<file path="config.mk">
export PLATFORM = sky130hd
export DESIGN_NAME = irq_vector_ctrl
export DESIGN_NICKNAME = d
export VERILOG_FILES = /design/src/rtl/irqv_pkg.sv /design/src/rtl/irqv_promo_reg.sv /design/src/rtl/irqv_mask_arb.sv /design/src/rtl/irqv_wake.sv /design/src/rtl/irq_vector_ctrl.sv
export SDC_FILE = /design/constraint.sdc
export NUM_CORES = 1
export LEC_CHECK = 0
export BUFFER_PORTS_ARGS = -buffer_cell sky130_fd_sc_hd__buf_2
export CAP_MARGIN = 25
export CORE_AREA = 2 2 60 62
export DETAILED_ROUTE_END_ITERATION = 7
export DIE_AREA = 0 0 62 64
export HOLD_SLACK_MARGIN = 0.03
export PLACE_DENSITY = 0.75
export SYNTH_ARGS = -nofsm -noshare
export SYNTH_HDL_FRONTEND = slang
export SYNTH_SLANG_ARGS = --single-unit
</file>
<file path="constraint.sdc">
create_clock -name clk -period 2.26 [get_ports clk]
set_clock_uncertainty 0.1 [all_clocks]
set_input_delay 0.565 -clock clk [delete_from_list [all_inputs] [get_ports clk]]
set_output_delay 0.565 -clock clk [all_outputs]
set_load 0.02 [all_outputs]
</file>
<file path="src/rtl/irqv_pkg.sv">
package irqv_pkg;

    typedef enum logic [1:0] {
        RK_POWER  = 2'd0,
        RK_CLKMON = 2'd1,
        RK_WDOG   = 2'd2,
        RK_SPARE  = 2'd3
    } rst_kind_e;

    localparam int SLOT_POWER  = 0;
    localparam int SLOT_CLKMON = 1;
    localparam int SLOT_WDOG   = 2;
    localparam int SLOT_NMI    = 3;
    localparam int SLOT_MSK0   = 4;

    typedef struct packed {
        logic        valid;
        logic [15:0] addr;
    } vec_sel_t;

    function automatic logic [15:0] vec_of_slot(input logic [15:0] base, input int slot);
        return base - 16'(2 * slot);
    endfunction

    function automatic logic [15:0] reset_vec(input logic [15:0] base, input rst_kind_e kind);
        case (kind)
            RK_CLKMON: return vec_of_slot(base, SLOT_CLKMON);
            RK_WDOG:   return vec_of_slot(base, SLOT_WDOG);
            default:   return vec_of_slot(base, SLOT_POWER);
        endcase
    endfunction

endpackage

</file>
<file path="src/rtl/irqv_promo_reg.sv">
module irqv_promo_reg
    import irqv_pkg::*;
#(
    parameter int          NUM_SRC  = 8,
    parameter logic [15:0] VEC_BASE = 16'hFFFE
) (
    input  logic                       clk,
    input  logic                       rst,
    input  logic                       wr_en,
    input  logic                       special,
    input  logic [7:0]                 wdata,
    output logic                       promo_hit,
    output logic [$clog2(NUM_SRC)-1:0] promo_idx
);
    localparam int IDX_W = $clog2(NUM_SRC);

    logic [7:0] promo_q;

    always_ff @(posedge clk) begin
        if (rst) begin
            promo_q <= 8'h00;
        end else if (wr_en && special) begin
            promo_q <= wdata;
        end
    end

    always_comb begin
        logic [15:0] v;
        promo_hit = 1'b0;
        promo_idx = '0;
        for (int i = 0; i < NUM_SRC; i++) begin
            v = vec_of_slot(VEC_BASE, SLOT_MSK0 + i);
            if (!promo_hit && (v[7:0] == promo_q)) begin
                promo_hit = 1'b1;
                promo_idx = IDX_W'(i);
            end
        end
    end

    AST_WRITE_BLOCKED: assert property (@(posedge clk) disable iff (rst)
        (wr_en && !special) |=> $stable(promo_q));
    AST_WRITE_TAKEN: assert property (@(posedge clk) disable iff (rst)
        (wr_en && special) |=> (promo_q == $past(wdata)));

endmodule

</file>
<file path="src/rtl/irqv_mask_arb.sv">
module irqv_mask_arb #(
    parameter int NUM_SRC = 8,
    parameter int RTI_IDX = 0
) (
    input  logic [NUM_SRC-1:0]         req_valid,
    input  logic                       promo_hit,
    input  logic [$clog2(NUM_SRC)-1:0] promo_idx,
    output logic                       win,
    output logic [$clog2(NUM_SRC)-1:0] win_idx
);
    localparam int IDX_W = $clog2(NUM_SRC);

    logic                 moved;
    logic [NUM_SRC-1:0]   slot_live;
    logic [IDX_W-1:0]     slot_src [NUM_SRC];
    logic                 top_hit;
    logic                 found;
    logic [IDX_W-1:0]     pick;

    assign moved   = promo_hit && (promo_idx != IDX_W'(RTI_IDX));
    assign top_hit = promo_hit && req_valid[promo_idx];

    for (genvar j = 0; j < NUM_SRC; j++) begin : g_slot
        assign slot_src[j] = (moved && (promo_idx == IDX_W'(j))) ? IDX_W'(RTI_IDX) : IDX_W'(j);
        if (j == RTI_IDX) begin : g_rti
            assign slot_live[j] = !moved && req_valid[slot_src[j]];
        end else begin : g_plain
            assign slot_live[j] = req_valid[slot_src[j]];
        end
    end

    always_comb begin
        found = 1'b0;
        pick  = '0;
        for (int j = 0; j < NUM_SRC; j++) begin
            if (!found && slot_live[j]) begin
                found = 1'b1;
                pick  = slot_src[j];
            end
        end
        win     = top_hit || found;
        win_idx = top_hit ? promo_idx : pick;
    end

    always_comb begin
        AST_WINNER_PENDING: assert (!win || req_valid[win_idx]);
    end

endmodule

</file>
<file path="src/rtl/irqv_wake.sv">
module irqv_wake #(
    parameter int NUM_SRC = 8
) (
    input  logic               lp_mode,
    input  logic               nmi_req,
    input  logic [NUM_SRC-1:0] req_valid,
    output logic               wake
);
    assign wake = lp_mode && (nmi_req || (|req_valid));
endmodule

</file>
<file path="src/rtl/irq_vector_ctrl.sv">
module irq_vector_ctrl
    import irqv_pkg::*;
#(
    parameter int          NUM_SRC  = 8,
    parameter int          RTI_IDX  = 0,
    parameter logic [15:0] VEC_BASE = 16'hFFFE
) (
    input  logic               clk,
    input  logic               rst,
    input  logic               rst_req,
    input  logic [1:0]         rst_kind,
    input  logic               nmi_req,
    input  logic [NUM_SRC-1:0] irq_req,
    input  logic [NUM_SRC-1:0] irq_en,
    input  logic               imask,
    input  logic               cfg_we,
    input  logic [7:0]         cfg_wdata,
    input  logic               special_mode,
    input  logic               lp_mode,
    output logic               wake,
    output logic [15:0]        vec_addr,
    output logic               vec_valid
);
    localparam int IDX_W = $clog2(NUM_SRC);

    logic [NUM_SRC-1:0] req_valid;
    logic               promo_hit;
    logic [IDX_W-1:0]   promo_idx;
    logic               arb_win;
    logic [IDX_W-1:0]   arb_idx;
    vec_sel_t           sel_d;
    vec_sel_t           sel_q;

    assign req_valid = irq_req & irq_en & {NUM_SRC{~imask}};

    irqv_promo_reg #(.NUM_SRC(NUM_SRC), .VEC_BASE(VEC_BASE)) u_promo (
        .clk       (clk),
        .rst       (rst),
        .wr_en     (cfg_we),
        .special   (special_mode),
        .wdata     (cfg_wdata),
        .promo_hit (promo_hit),
        .promo_idx (promo_idx)
    );

    irqv_mask_arb #(.NUM_SRC(NUM_SRC), .RTI_IDX(RTI_IDX)) u_arb (
        .req_valid (req_valid),
        .promo_hit (promo_hit),
        .promo_idx (promo_idx),
        .win       (arb_win),
        .win_idx   (arb_idx)
    );

    irqv_wake #(.NUM_SRC(NUM_SRC)) u_wake (
        .lp_mode   (lp_mode),
        .nmi_req   (nmi_req),
        .req_valid (req_valid),
        .wake      (wake)
    );

    always_comb begin
        sel_d = '0;
        if (rst_req) begin
            sel_d.valid = 1'b1;
            sel_d.addr  = reset_vec(VEC_BASE, rst_kind_e'(rst_kind));
        end else if (nmi_req) begin
            sel_d.valid = 1'b1;
            sel_d.addr  = vec_of_slot(VEC_BASE, SLOT_NMI);
        end else if (arb_win) begin
            sel_d.valid = 1'b1;
            sel_d.addr  = vec_of_slot(VEC_BASE, SLOT_MSK0 + int'(arb_idx));
        end
    end

    always_ff @(posedge clk) begin
        if (rst) begin
            sel_q <= '0;
        end else begin
            sel_q <= sel_d;
        end
    end

    assign vec_addr  = sel_q.addr;
    assign vec_valid = sel_q.valid;

    AST_RESET_FIRST: assert property (@(posedge clk) disable iff (rst)
        rst_req |=> (vec_valid && (vec_addr >= VEC_BASE - 16'd4)));
    AST_NMI_OVER_MASK: assert property (@(posedge clk) disable iff (rst)
        (!rst_req && nmi_req) |=> (vec_valid && vec_addr == VEC_BASE - 16'd6));
    AST_MASK_SILENCES: assert property (@(posedge clk) disable iff (rst)
        (imask && !rst_req && !nmi_req) |=> !vec_valid);
    AST_IDLE_ZERO: assert property (@(posedge clk) disable iff (rst)
        !vec_valid |-> (vec_addr == 16'h0000));
    AST_WAKE_NMI: assert property (@(posedge clk) disable iff (rst)
        (lp_mode && nmi_req) |-> wake);
    AST_WAKE_RUN: assert property (@(posedge clk) disable iff (rst)
        !lp_mode |-> !wake);

endmodule

</file>
# Word level (Yosys, flattened, before mapping)
# Index checks and enable logic that the tools add are counted.
[word_totals]
reg_bits = 25
inputBits = 34
word_cells = 136
[op_classes]
addsub = 2
magnitude_cmp = 8
eq_ne = 17
mux = 58
n_bitwise = 3
reduce_logical = 45
[ops]
columns = ["cell", "count"]
rows = [
  ["equality test 8 bit (first input constant)", 8],
  ["two-way mux 17 bit", 3],
  ["two-way mux 3 bit", 16],
  ["less-than comparator 3 x 4 -> 1 bit (second input constant)", 8],
  ["logical AND 1 bit", 26],
  ["two-way mux 1 bit", 26],
  ["binary-select mux 1 bit (select 3 bit)", 8],
  ["bitwise AND 8 bit", 2],
  ["logical NOT 1 bit", 15],
  ["equality test 3 bit (second input constant)", 4],
  ["two-way mux 2 bit", 4],
  ["OR reduction 8 bit", 1],
  ["subtractor 2 x 6 -> 7 bit (first input constant)", 1],
  ["equality test 3 x 2 -> 1 bit (second input constant)", 2],
  ["case mux 3 bit (2 select lines)", 1],
  ["adder 3 x 3 -> 4 bit (first input constant)", 1],
  ["equality test 3 x 1 -> 1 bit (second input constant)", 1],
  ["nonzero test 3 bit", 1],
  ["equality test 2 x 1 -> 1 bit (second input constant)", 1],
  ["equality test 2 bit (second input constant)", 1],
  ["logical OR 1 bit", 2],
  ["inverter 1 bit", 1],
]

# Longest topological paths before layout
[logic_depth]
word_depth = 55
mapped_depth = 9
depth_no_buf = 7

# By module
# From an unflattened synthesis, not the netlist that was laid out.
[unflattened]
hier_cells = 157
area_unflattened_um2 = 1242.4
[by_module_without_submodules]
columns = ["mod", "n_inst", "cells_each", "area_per_inst_um2", "seq_area_each_um2"]
rows = [
  ["irqv_mask_arb", 1, 61, 471.7, 0.0],
  ["irqv_promo_reg", 1, 43, 405.4, 160.2],
  ["irq_vector_ctrl", 1, 48, 340.3, 100.1],
  ["irqv_wake", 1, 5, 25.0, 0.0],
]

# Worst setup path after synthesis
# No wires, ideal clock.
[synth_path]
kind = "input -> output"
startpoint = "in imask"
endpoint = "out wake"
arrival_time_ns = 1.701
setup_slack_ns = -0.106
path_stages = 5
path_buffers = 1
path_cell_list = "buf_2 -> nand3b_1 -> nand2_1 -> nor4_1 -> a21boi_0"
[synth_via]
elab_chain_len = 5
[synth_rtl]
columns = ["item", "line_no", "source"]
rows = [
  ["start, declared", "irq_vector_ctrl.sv:15", "input logic imask,"],
  ["inverter 1 bit", "irq_vector_ctrl.sv:34", "assign req_valid = irq_req & irq_en & {NUM_SRC{~imask}};"],
  ["bitwise AND 8 bit", "irq_vector_ctrl.sv:34", ""],
  ["OR reduction 8 bit", "irqv_wake.sv:9", "assign wake = lp_mode && (nmi_req || (|req_valid));"],
  ["logical OR 1 bit", "irqv_wake.sv:9", ""],
  ["logical AND 1 bit", "irqv_wake.sv:9", ""],
  ["end, declared", "irq_vector_ctrl.sv:20", "output logic wake,"],
]
# No other way between the ends.

# Worst setup path in the final report
# Ends and elaborated chain as after synthesis.

==> impl_summary.md <==
Run status
The flow ran to the end, and the final reports show no timing, DRC or antenna violations.

Placed design
The sum of net half-perimeters after detailed placement is 2830 um. The number of cells after detailed placement is 275. Port buffering added 50 buffers. The placement-stage cell area is 0.00168 mm2. The congestion estimate from routability-driven global placement came to 0.915.

Layout
The post-layout instance area is 0.00180 mm2. The share of layout cells above drive strength 1 is 0.427. The number of antenna diodes in the final layout is 0. The post-layout net count is 274. Fill cells in the final layout number 326. Excluding fillers, the count of instances in the completed layout stands at 285. The signed area change from the synthesized netlist to the final layout is 34.5%.

Synthesis
A synthesized cell averages 7.54 um2. The sequential area share after synthesis is 0.194. Of the post-synthesis cell area, the dominant cell type holds 0.194. After synthesis the netlist holds a flip-flop and latch count of 13. After technology mapping, the gate count stands at 178. The synthesized design spends more area on one cell type than any other, namely dfxtp_1. The most common flop cell mapped by yosys is dfxtp_1. The cell area after synthesis is 0.00134 mm2. By area the synthesized netlist is led by dfxtp_1 (19%), buf_4 (7.8%), a21oi_1 (7.1%), nand2_1 (5.9%), nand3_1 (5.6%). The number of synthesized flops with an enable pin is 0. When the netlist entered floorplanning its net count stood at 212.

Yosys mapped the design onto 52 distinct sky130hd cell types. Of all flip-flops after synthesis, the portion carrying an async set or reset was 0. The number of warnings reported in the yosys synthesis log is 0.

Clock tree
The H-tree depth is 1. The maximum clock insertion buffer count is 2. The tree built by TritonCTS fans out to 13 sinks.

TritonCTS built the clock tree. The worst-skew pair later-pin latency is 0.29 ns. The root buffer cell is clkbuf_4.

The clock input transition at the sequential cells of the worst setup and hold paths is 0.08 ns. The total clock buffers created by CTS is 3. The hold buffer count at CTS is 0.

Setup path
At the worst endpoint, the required time is 1.59 ns. The arrival time reported for the critical path endpoint is 1.55 ns. The classification of the worst setup path is in -> out. The worst setup path is captured at an output port. The startpoint type of the worst setup path is an input port. Along the worst path, the maximum fanout reaches 6.

Power and ir drop
The power density over the cells is 368 mW/mm2. The design draws 0.663 mW. In this run the static leakage power is 0.815 nW. IR analysis of the VDD net gives a maximum drop of 0.000282 V.

Detailed routing
The total wirelength of the detailed-routed design is 3620 um. The mean number of vias per cell is 5.37. The count of nets left with antenna violations once routing finished came out at 0. For this block, the initial DRC count from the detailed router was 57. After detailed routing, the number of remaining DRC violations is 0. The detailed-router iteration count before antenna repair is 4. The routed layout has 1531 vias. Dividing the detail-routed wire length by the instance count gives 12.7 um.

Global routing
The initial antenna violation count is 0. The leftover overflow at the end of global routing is 0. The via count of the first global-routing pass came to 1277.

Entering global routing, the biggest net connects 16 pins. Across every metal layer, demand over resource in global routing totals 0.181. The first global-routing pass estimated 5460 um of wire.

Floorplan
From left edge to right edge, the die measures 62 um. The floorplan step defined a core boundary enclosing 0.00328 mm2. The chip height is 64 um. The number of placement rows is 21. For this configuration, the core starts out at a cell density of 0.408. 52 I/O pins were placed. The die covers 0.00397 mm2.

Timing
The number of max-slew violations in the final report came to 0. The final count of negative-setup-slack endpoints is 0. The final hold violation count came to 0. Static timing analysis puts the maximum clock frequency at 451 MHz.

The worst path needs 2.22 ns of the cycle, external delays included. In the finished design, the share of the clock period the worst path needs comes to 0.982.

Run
Across the run, the number of max-cap violations was 0.

Hold path
The type of the tightest min-delay check is reg -> reg.
per-layer routing:
layer	global-route usage	up-vias	part of all wire
met3	0.0223	9	0.078
li1	-	777	-
met5	0	-	0
met1	0.243	681	0.44
met4	0.0851	0	0.022
met2	0.279	64	0.46
through the flow:
stage	TNS (ns)	hold WS [ns]	worst slack [ns]	util
global route	-0.0382	0.404	-0.0244	0.549
global placement	-0.00845	0.355	-0.00845	0.512
finish	0	0.376	0.0408	0.549
CTS	0	0.383	0.00840	0.522
detailed placement	-0.0748	0.371	-0.0348	0.512
floorplan	0	0.341	0.0187	-
worst paths after layout:
kind,from,slack [ns],depth (start not counted),endpoint
worst max register to register,u_promo.promo_q[0]$_SDFFE_PP0P_,0.14,8,vec_addr[4]$_SDFF_PP0_
worst min register to register,u_promo.promo_q[0]$_SDFFE_PP0P_,0.38,2,u_promo.promo_q[0]$_SDFFE_PP0P_
worst min-delay path,u_promo.promo_q[0]$_SDFFE_PP0P_,0.38,2,u_promo.promo_q[0]$_SDFFE_PP0P_
worst max-delay path,imask,0.04,7,wake
cells in the mapped netlist, types with 3 or more instances:
cell / number
nand2_1: 21
a21oi_1: 19
nand3_1: 15
buf_4: 14
dfxtp_1: 13
nor2_1: 12
nand3b_1: 8
o21ai_0: 7
a31oi_1: 6
clkbuf_1: 4
inv_1: 4
nor3_1: 3
logic make-up (layout without fill, tap and decap cells):
logic type / count (synthesis) / after routing / share of synthesized area
muxes: 2 / 2 / 0.0149
and+or+nand+nor: 75 / 75 / 0.322
other: 1 / 1 / 0.00280
DFF: 13 / 13 / 0.194
xor gates and xnor gates: 1 / 1 / 0.00653
AOI/OAI and AO/OA: 61 / 61 / 0.343
buffers and inverters: 25 / 86 / 0.117
sequential cells by signal (all words and copies together), names as in the netlist:
signal and flops:
vec_addr 5, u_promo.promo_q 8
area by class of cell:
type                            instances  area (um2)  share of cell area
Clock inverter                          1        5.00             0.00277
Inverter                                4        15.0             0.00832
Timing Repair Buffer                   78         499               0.277
Clock buffer                            3        22.5              0.0125
Tap cell                               46        57.6              0.0319
Multi-Input combinational cell        140         943               0.523
Sequential cell                        13         262               0.145
timing repair:
action	CTS	global route
pin swaps	0	4
resized for setup	1	8
setup buffers	0	5
cloned	0	1
setup endpoints to repair	1	4
placed cells by master (no fill, tap or decap), types with 2 or more instances in the layout:
master    instances
mux2i_1           2
o21a_1            2
dfxtp_1          12
a31oi_1           6
nand3_1          15
a21oi_1          19
o21ai_0           7
nor2_1           12
buf_4            27
o21ai_2           2
and2b_2           2
nand2b_1          2
clkbuf_4          3
nand2_1          21
and3b_1           2
buf_2            48
inv_1             4
a211o_1           2
nor3_1            3
a22oi_1           2
nand3b_1          8
a211oi_1          2
a21o_1            2
where the power goes:
| group | internal (mW) | switching, mW | total (mW) | leakage (nW) |
|---|---|---|---|---|
| sequential | 0.243 | 0.0117 | 0.255 | 0.108 |
| combinational | 0.121 | 0.139 | 0.260 | 0.690 |
| clock | 0.0659 | 0.0826 | 0.149 | 0.0177 |
worst max-delay path: stages:
cell and delay [ns]:
buf_12 0.08, nand3b_1 0.14, nand4_1 0.14, nor4_2 0.29, buf_4 0.17, a21boi_2 0.05
buf_6 0.13
Power figures use the tool's default switching activity.
